File: src/rtl/gpio_port_pkg.sv
package gpio_port_pkg;
   localparam int OFF_OUT      = 0;
   localparam int OFF_OUTSET   = 1;
   localparam int OFF_OUTCLR   = 2;
   localparam int OFF_IN       = 3;
   localparam int OFF_DIR      = 4;
   localparam int OFF_DIRSET   = 5;
   localparam int OFF_DIRCLR   = 6;
   localparam int OFF_STATUS   = 7;
   localparam int OFF_CFG_BASE = 32;

   typedef enum logic [1:0] {
      PULL_NONE = 2'b00,
      PULL_DOWN = 2'b01,
      PULL_RSVD = 2'b10,
      PULL_UP   = 2'b11
   } pull_e;

   // packed so that pull lands in bits [3:2] and in_disc in bit 1 of the word
   typedef struct packed {
      pull_e pull;
      logic  in_disc;
   } pin_cfg_t;

   localparam pin_cfg_t CFG_RESET = '{pull: PULL_NONE, in_disc: 1'b1};
endpackage

File: src/rtl/gpio_sync.sv
module gpio_sync #(
   parameter int W      = 1,
   parameter int STAGES = 2
) (
   input  logic         clk,
   input  logic         rst_n,
   input  logic [W-1:0] d,
   output logic [W-1:0] q
);
   logic [STAGES-1:0][W-1:0] chain;

   always_ff @(posedge clk or negedge rst_n) begin
      if (!rst_n) chain <= '0;
      else        chain <= {chain[STAGES-2:0], d};
   end

   assign q = chain[STAGES-1];
endmodule

File: src/rtl/gpio_pin_cell.sv
module gpio_pin_cell
   import gpio_port_pkg::*;
(
   input  logic     clk,
   input  logic     rst_n,
   input  logic     dir,
   input  logic     drv,
   input  pin_cfg_t cfg,
   input  logic     ext_en,
   input  logic     ext_val,
   input  logic     err_clr,
   output logic     level,
   output logic     err
);
   logic level_d;
   logic clash;

   always_comb begin
      if (dir)                           level_d = drv;
      else if (ext_en && !cfg.in_disc)   level_d = ext_val;
      else if (cfg.pull == PULL_UP)      level_d = 1'b1;
      else if (cfg.pull == PULL_DOWN)    level_d = 1'b0;
      else                               level_d = level;
   end

   assign clash = dir && ext_en && (ext_val != drv);

   always_ff @(posedge clk or negedge rst_n) begin
      if (!rst_n) begin
         level <= 1'b0;
         err   <= 1'b0;
      end else begin
         level <= level_d;
         if (clash)        err <= 1'b1;
         else if (err_clr) err <= 1'b0;
      end
   end
endmodule

File: src/rtl/gpio_port_ctrl.sv
module gpio_port_ctrl
   import gpio_port_pkg::*;
#(
   parameter int NPINS       = 32,
   parameter int AW          = 7,
   parameter int DW          = 32,
   parameter int SYNC_STAGES = 2
) (
   input  logic             clk,
   input  logic             rst_n,
   input  logic             wr_en,
   input  logic             rd_en,
   input  logic [AW-1:0]    addr,
   input  logic [DW-1:0]    wdata,
   output logic [DW-1:0]    rdata,
   output logic             rd_valid,
   input  logic [NPINS-1:0] ext_drive_en,
   input  logic [NPINS-1:0] ext_drive_val,
   output logic [NPINS-1:0] pin_out,
   output logic [NPINS-1:0] pin_oe,
   output logic             err_flag
);
   localparam int IDXW = (NPINS > 1) ? $clog2(NPINS) : 1;

   generate
      if (NPINS < 1 || NPINS > 32) begin : g_bad_npins
         $error("gpio_port_ctrl: NPINS must be 1..32");
      end
      if (DW < NPINS || DW < 4) begin : g_bad_dw
         $error("gpio_port_ctrl: DW must cover NPINS and the 4-bit config word");
      end
      if ((1 << AW) < OFF_CFG_BASE + NPINS) begin : g_bad_aw
         $error("gpio_port_ctrl: AW too small for config window");
      end
      if (SYNC_STAGES < 2) begin : g_bad_sync
         $error("gpio_port_ctrl: SYNC_STAGES must be at least 2");
      end
   endgenerate

   logic [NPINS-1:0] out_q, dir_q, level, err_vec, ext_en_s, ext_val_s, err_clr;
   pin_cfg_t         cfg_q [NPINS];
   logic [AW-1:0]    cfg_off;
   logic             cfg_hit;
   logic [IDXW-1:0]  cfg_idx;
   logic [NPINS-1:0] wmask;
   logic [DW-1:0]    rd_word;

   assign wmask   = wdata[NPINS-1:0];
   assign cfg_off = addr - AW'(OFF_CFG_BASE);
   assign cfg_hit = (addr >= AW'(OFF_CFG_BASE)) && (cfg_off < AW'(NPINS));
   assign cfg_idx = cfg_off[IDXW-1:0];

   // ---------------- register writes ----------------
   always_ff @(posedge clk or negedge rst_n) begin
      if (!rst_n) begin
         out_q <= '0;
         dir_q <= '0;
         for (int i = 0; i < NPINS; i++) cfg_q[i] <= CFG_RESET;
      end else if (wr_en) begin
         if (addr == AW'(OFF_OUT))    out_q <= wmask;
         if (addr == AW'(OFF_OUTSET)) out_q <= out_q | wmask;
         if (addr == AW'(OFF_OUTCLR)) out_q <= out_q & ~wmask;
         if (addr == AW'(OFF_DIR))    dir_q <= wmask;
         if (addr == AW'(OFF_DIRSET)) dir_q <= dir_q | wmask;
         if (addr == AW'(OFF_DIRCLR)) dir_q <= dir_q & ~wmask;
         if (cfg_hit) begin
            dir_q[cfg_idx] <= wdata[0];
            cfg_q[cfg_idx] <= pin_cfg_t'(wdata[3:1]);
         end
      end
   end

   assign err_clr = (wr_en && addr == AW'(OFF_STATUS)) ? wmask : '0;

   // ---------------- external input synchronizer ----------------
   gpio_sync #(.W(2*NPINS), .STAGES(SYNC_STAGES)) u_sync (
      .clk   (clk),
      .rst_n (rst_n),
      .d     ({ext_drive_en, ext_drive_val}),
      .q     ({ext_en_s, ext_val_s})
   );

   // ---------------- per-pin resolution ----------------
   generate
      for (genvar p = 0; p < NPINS; p++) begin : g_pin
         gpio_pin_cell u_cell (
            .clk     (clk),
            .rst_n   (rst_n),
            .dir     (dir_q[p]),
            .drv     (out_q[p]),
            .cfg     (cfg_q[p]),
            .ext_en  (ext_en_s[p]),
            .ext_val (ext_val_s[p]),
            .err_clr (err_clr[p]),
            .level   (level[p]),
            .err     (err_vec[p])
         );
      end
   endgenerate

   // ---------------- read path ----------------
   always_comb begin
      rd_word = '0;
      if (addr == AW'(OFF_OUT) || addr == AW'(OFF_OUTSET) || addr == AW'(OFF_OUTCLR))
         rd_word = DW'(out_q);
      else if (addr == AW'(OFF_IN))
         rd_word = DW'(level);
      else if (addr == AW'(OFF_DIR) || addr == AW'(OFF_DIRSET) || addr == AW'(OFF_DIRCLR))
         rd_word = DW'(dir_q);
      else if (addr == AW'(OFF_STATUS))
         rd_word = DW'(err_vec);
      else if (cfg_hit)
         rd_word = DW'({cfg_q[cfg_idx], dir_q[cfg_idx]});
   end

   always_ff @(posedge clk or negedge rst_n) begin
      if (!rst_n) begin
         rdata    <= '0;
         rd_valid <= 1'b0;
      end else begin
         rd_valid <= rd_en;
         if (rd_en) rdata <= rd_word;
      end
   end

   assign pin_out  = out_q;
   assign pin_oe   = dir_q;
   assign err_flag = |err_vec;
endmodule

File: config.mk
export PLATFORM = sky130hd
export DESIGN_NAME = gpio_port_ctrl
export DESIGN_NICKNAME = d
export VERILOG_FILES = /design/src/rtl/gpio_port_pkg.sv /design/src/rtl/gpio_sync.sv /design/src/rtl/gpio_pin_cell.sv /design/src/rtl/gpio_port_ctrl.sv
export SDC_FILE = /design/constraint.sdc
export NUM_CORES = 1
export LEC_CHECK = 0
export BUFFER_PORTS_ARGS = -buffer_cell sky130_fd_sc_hd__buf_2
export CORE_ASPECT_RATIO = 0.6
export CORE_MARGIN = 8
export CORE_UTILIZATION = 30
export CTS_BUF_LIST = sky130_fd_sc_hd__clkbuf_4 sky130_fd_sc_hd__clkbuf_8
export CTS_CLUSTER_SIZE = 30
export DETAILED_ROUTE_END_ITERATION = 8
export GPL_ROUTABILITY_DRIVEN = 0
export PLACE_DENSITY_LB_ADDON = 0.08
export SLEW_MARGIN = 25
export SYNTH_ARGS = -nofsm -noshare
export SYNTH_HDL_FRONTEND = slang
export SYNTH_SLANG_ARGS = --single-unit
File: constraint.sdc
create_clock -name clk -period 2.44 [get_ports clk]
set_input_delay 0.488 -clock clk [delete_from_list [all_inputs] [get_ports clk]]
set_output_delay 0.488 -clock clk [all_outputs]
set_load 0.01 [all_outputs]
==> impl_results.md <==
* Die Y at 204 um
* I/O Pins at 205
* Critical-path maximum fanout at 3
* 1st-iter DRT viols at 1,164
* Distinct cells, synth at 67
* Number of global-route vias before repair at 14.3k
* Clock tree sinks at 385
* Slew @ Worst Pin at 0.747 ns
* Layout area overhead at 24.8%
* FMAX at 378 MHz
* CP peak stage delay at 0.42 ns
* Hold Vio Cnt, Final at 0
* Seq cells post-synth at 385
* Top-count cell post-synth: dfrtp_1
* Diode count at 0
* Crit path DAT at 2.16 ns
* Setup Crit Path Kind: register to output pin
* Failing checks: negative setup slack
* Most frequent CP cell: buf_4
* FF/Latch Area at 9680 um2
* Leakage power at 9.77 nW
* Setup Buffers After CTS at 0
* Die X at 330 um
* Setup_tns at -0.205 ns
* Pwr/cell area at 787 nW/um2
* Hold Crit Class: input pin to register
* Reg clk slew, reported paths at 0.06 ns
* Initial antenna violation count at 2
* Setup violators final at 1
* Multi-input gate area at 7120 um2
* Vias at 13.9k
* Worst hold path depth at 2
* GRT Overall Usage at 0.204
* Post-synth EDFFs at 0
* Port bufs at 204
* Clock skew at 0.0158 ns
* RSZ-0062 raised after global routing: yes
* Synthesized area at 17,700 um2
* Yosys synthesis warning count at 0
* Async set-reset flop share out of synthesis at 1.00
* Post-synth top cells: dfrtp_1 (353), a21oi_1 (118), mux2_2 (101), o21ai_0 (101), nor2_1 (97)
* Post-layout util at 0.377
* Hold path start: wdata[12]
* Fin nets at 1,907
* Outcome: complete, but fails checks
* Clock root cell: clkbuf_8
* Row count at 69
* Startpoint Class: register
* Setup crit end kind: output pin
* Post-DP HPWL at 49,800 um
* Syn_area_per_cell at 11.8 um2
* Cell Chain, Critical Path: nor4_2 > buf_4 > nand4_1 > buf_4 > or2_4 > buf_6
* Die area at 67,500 um2
* Cts bufs inserted at 66
* Clock latency on the worst-skew pair at 0.65 ns
* Share of cells above drive strength 1 at 0.339
* Hold Path End: pin_out[12]
* Fill cells at 5,758
* Synth top area cells: dfrtp_1 (50%), mux2_2 (6.4%), dfstp_2 (4.7%)
* R2R Setup Slk at 0.34 ns
* H-tree depth at 3
* Leading area contributor after synthesis: dfrtp_1
* Residual DRC at 0
* DR pass1 iterations at 5
* Synth Instances at 1,501
* Sequential fraction of the synthesis area at 0.545
* Post-synth top area share at 0.498
* WP data required at 1.95 ns
* Min Tclk post-route at 2.64 ns
* Initial cell density of the core at 0.302
* ANT nets after route at 0
* Worst r2r src: pin_oe[28]
* CTS tree: done
* Pin count of the biggest net entering global routing at 54
* Syn_nets at 1,608
* CTS Buffer Depth at 3
* Critical path's slowest cell: dfrtp_1
* FF-to-FF End: rdata[0]
* Post-DR vias/cell at 5.29
* Max Slew Vio Count at 0
* Grt ovf at 0
* Routed wire length at 69,200 um
* DR WL/cell at 26.3 um
* First-pass GRT wire length at 102,000 um
* Setup ws final at -0.205 ns
* Max-Cap Viols at 0
* Relative slew slack at 0.502
* Most common flop cell mapped by yosys: dfrtp_1
* Worst VDD drop at 0.000365 V
* R2R depth at 4
* Part of the cycle the worst path needs at 1.08
* Core area at 58,800 um2
-- how the worst max path moves through the flow --
stage	cells after the start	to	slack (ns)	from
3_3_place_gp	6	rdata[0]	-0.16	addr[1]
2_1_floorplan	6	rdata[2]	0.33	addr[1]
4_1_cts	5	err_flag	-0.26	g_pin[6].u_cell.err
5_1_grt	6	err_flag	-0.32	g_pin[14].u_cell.err
6_report	6	err_flag	-0.20	g_pin[9].u_cell.err
3_5_place_dp	6	rdata[0]	-0.21	addr[1]
-- cells by family after synthesis --
family | share of synthesized area
buf+inv | 0.0561
mux | 0.127
compound gates | 0.178
xor+xnor | 0.0158
flops | 0.545
simple gates | 0.0788
-- cell usage in the layout, fill, tap and decap left out, types with 37 or more instances in the layout --
cell type and count:
a21oi_1 118, a22o_1 43, a2bb2oi_1 46, buf_2 202, buf_4 95, clkbuf_8 84
dfrtp_1 350, dlygate4sd3_1 65, mux2_2 101, mux2i_1 37, nand2_1 95, nor2_1 95
nor2b_1 37, o21ai_0 101
-- cell type report --
class,count,area share
Sequential cell,385,0.437
Multi-Input combinational cell,946,0.321
Timing Repair Buffer,388,0.130
Clock buffer,108,0.0603
Tap cell,781,0.0441
Clock inverter,12,0.00508
Inverter,13,0.00220
-- through the flow --
step                setup WS [ns]  cells  hold slack, ns  instance area (um2)  power (mW)
floorplan                   0.325   1501           0.192                17700        9.59
global placement           -0.157   2448           0.334                20000        10.9
detailed placement         -0.206   2448           0.335                20000        10.9
CTS                        -0.264   2633          0.0962                22200        17.6
global route               -0.317   2633           0.117                22200        18.3
finish                     -0.205   2633           0.162                22200        17.4
-- where the power goes --
group | switching [mW] | internal [mW] | total, mW | leakage, nW
logic | 1.28 | 1.30 | 2.57 | 4.30
registers | 1.15 | 7.22 | 8.38 | 4.69
clock network | 2.81 | 3.67 | 6.48 | 0.778
total | 5.24 | 12.2 | 17.4 | 9.77
-- critical path, delay by kind of cell, from the launching register on --
kind | cells | cell delay (ns)
simple gates | 3 | 0.60
flops | 1 | 0.42
buf+inv | 3 | 0.48
-- flip-flops by register name (all words and copies together), names as in the netlist --
name,count
g_pin.u_cell.level,32
pin_out,32
rd_valid,1
g_pin.u_cell.err,32
pin_oe,32
u_sync.q,64
u_sync.chain,64
cfg_q,96
rdata,32
-- layer usage --
layer	up-vias	wire, um	global-route usage
met3	97	5950	0.0605
met5	-	0	0
met1	7141	34200	0.312
met2	570	27400	0.274
met4	0	1630	0.0558
li1	6117	-	-
-- what timing repair did --
item	in CTS	in global routing
pin swaps	4	0
setup endpoints to repair	1	1
gates resized for setup	9	0
hold buffers	65	0
endpoints found under the hold margin	100	0
No activity file was read; power rests on OpenSTA's default activity.
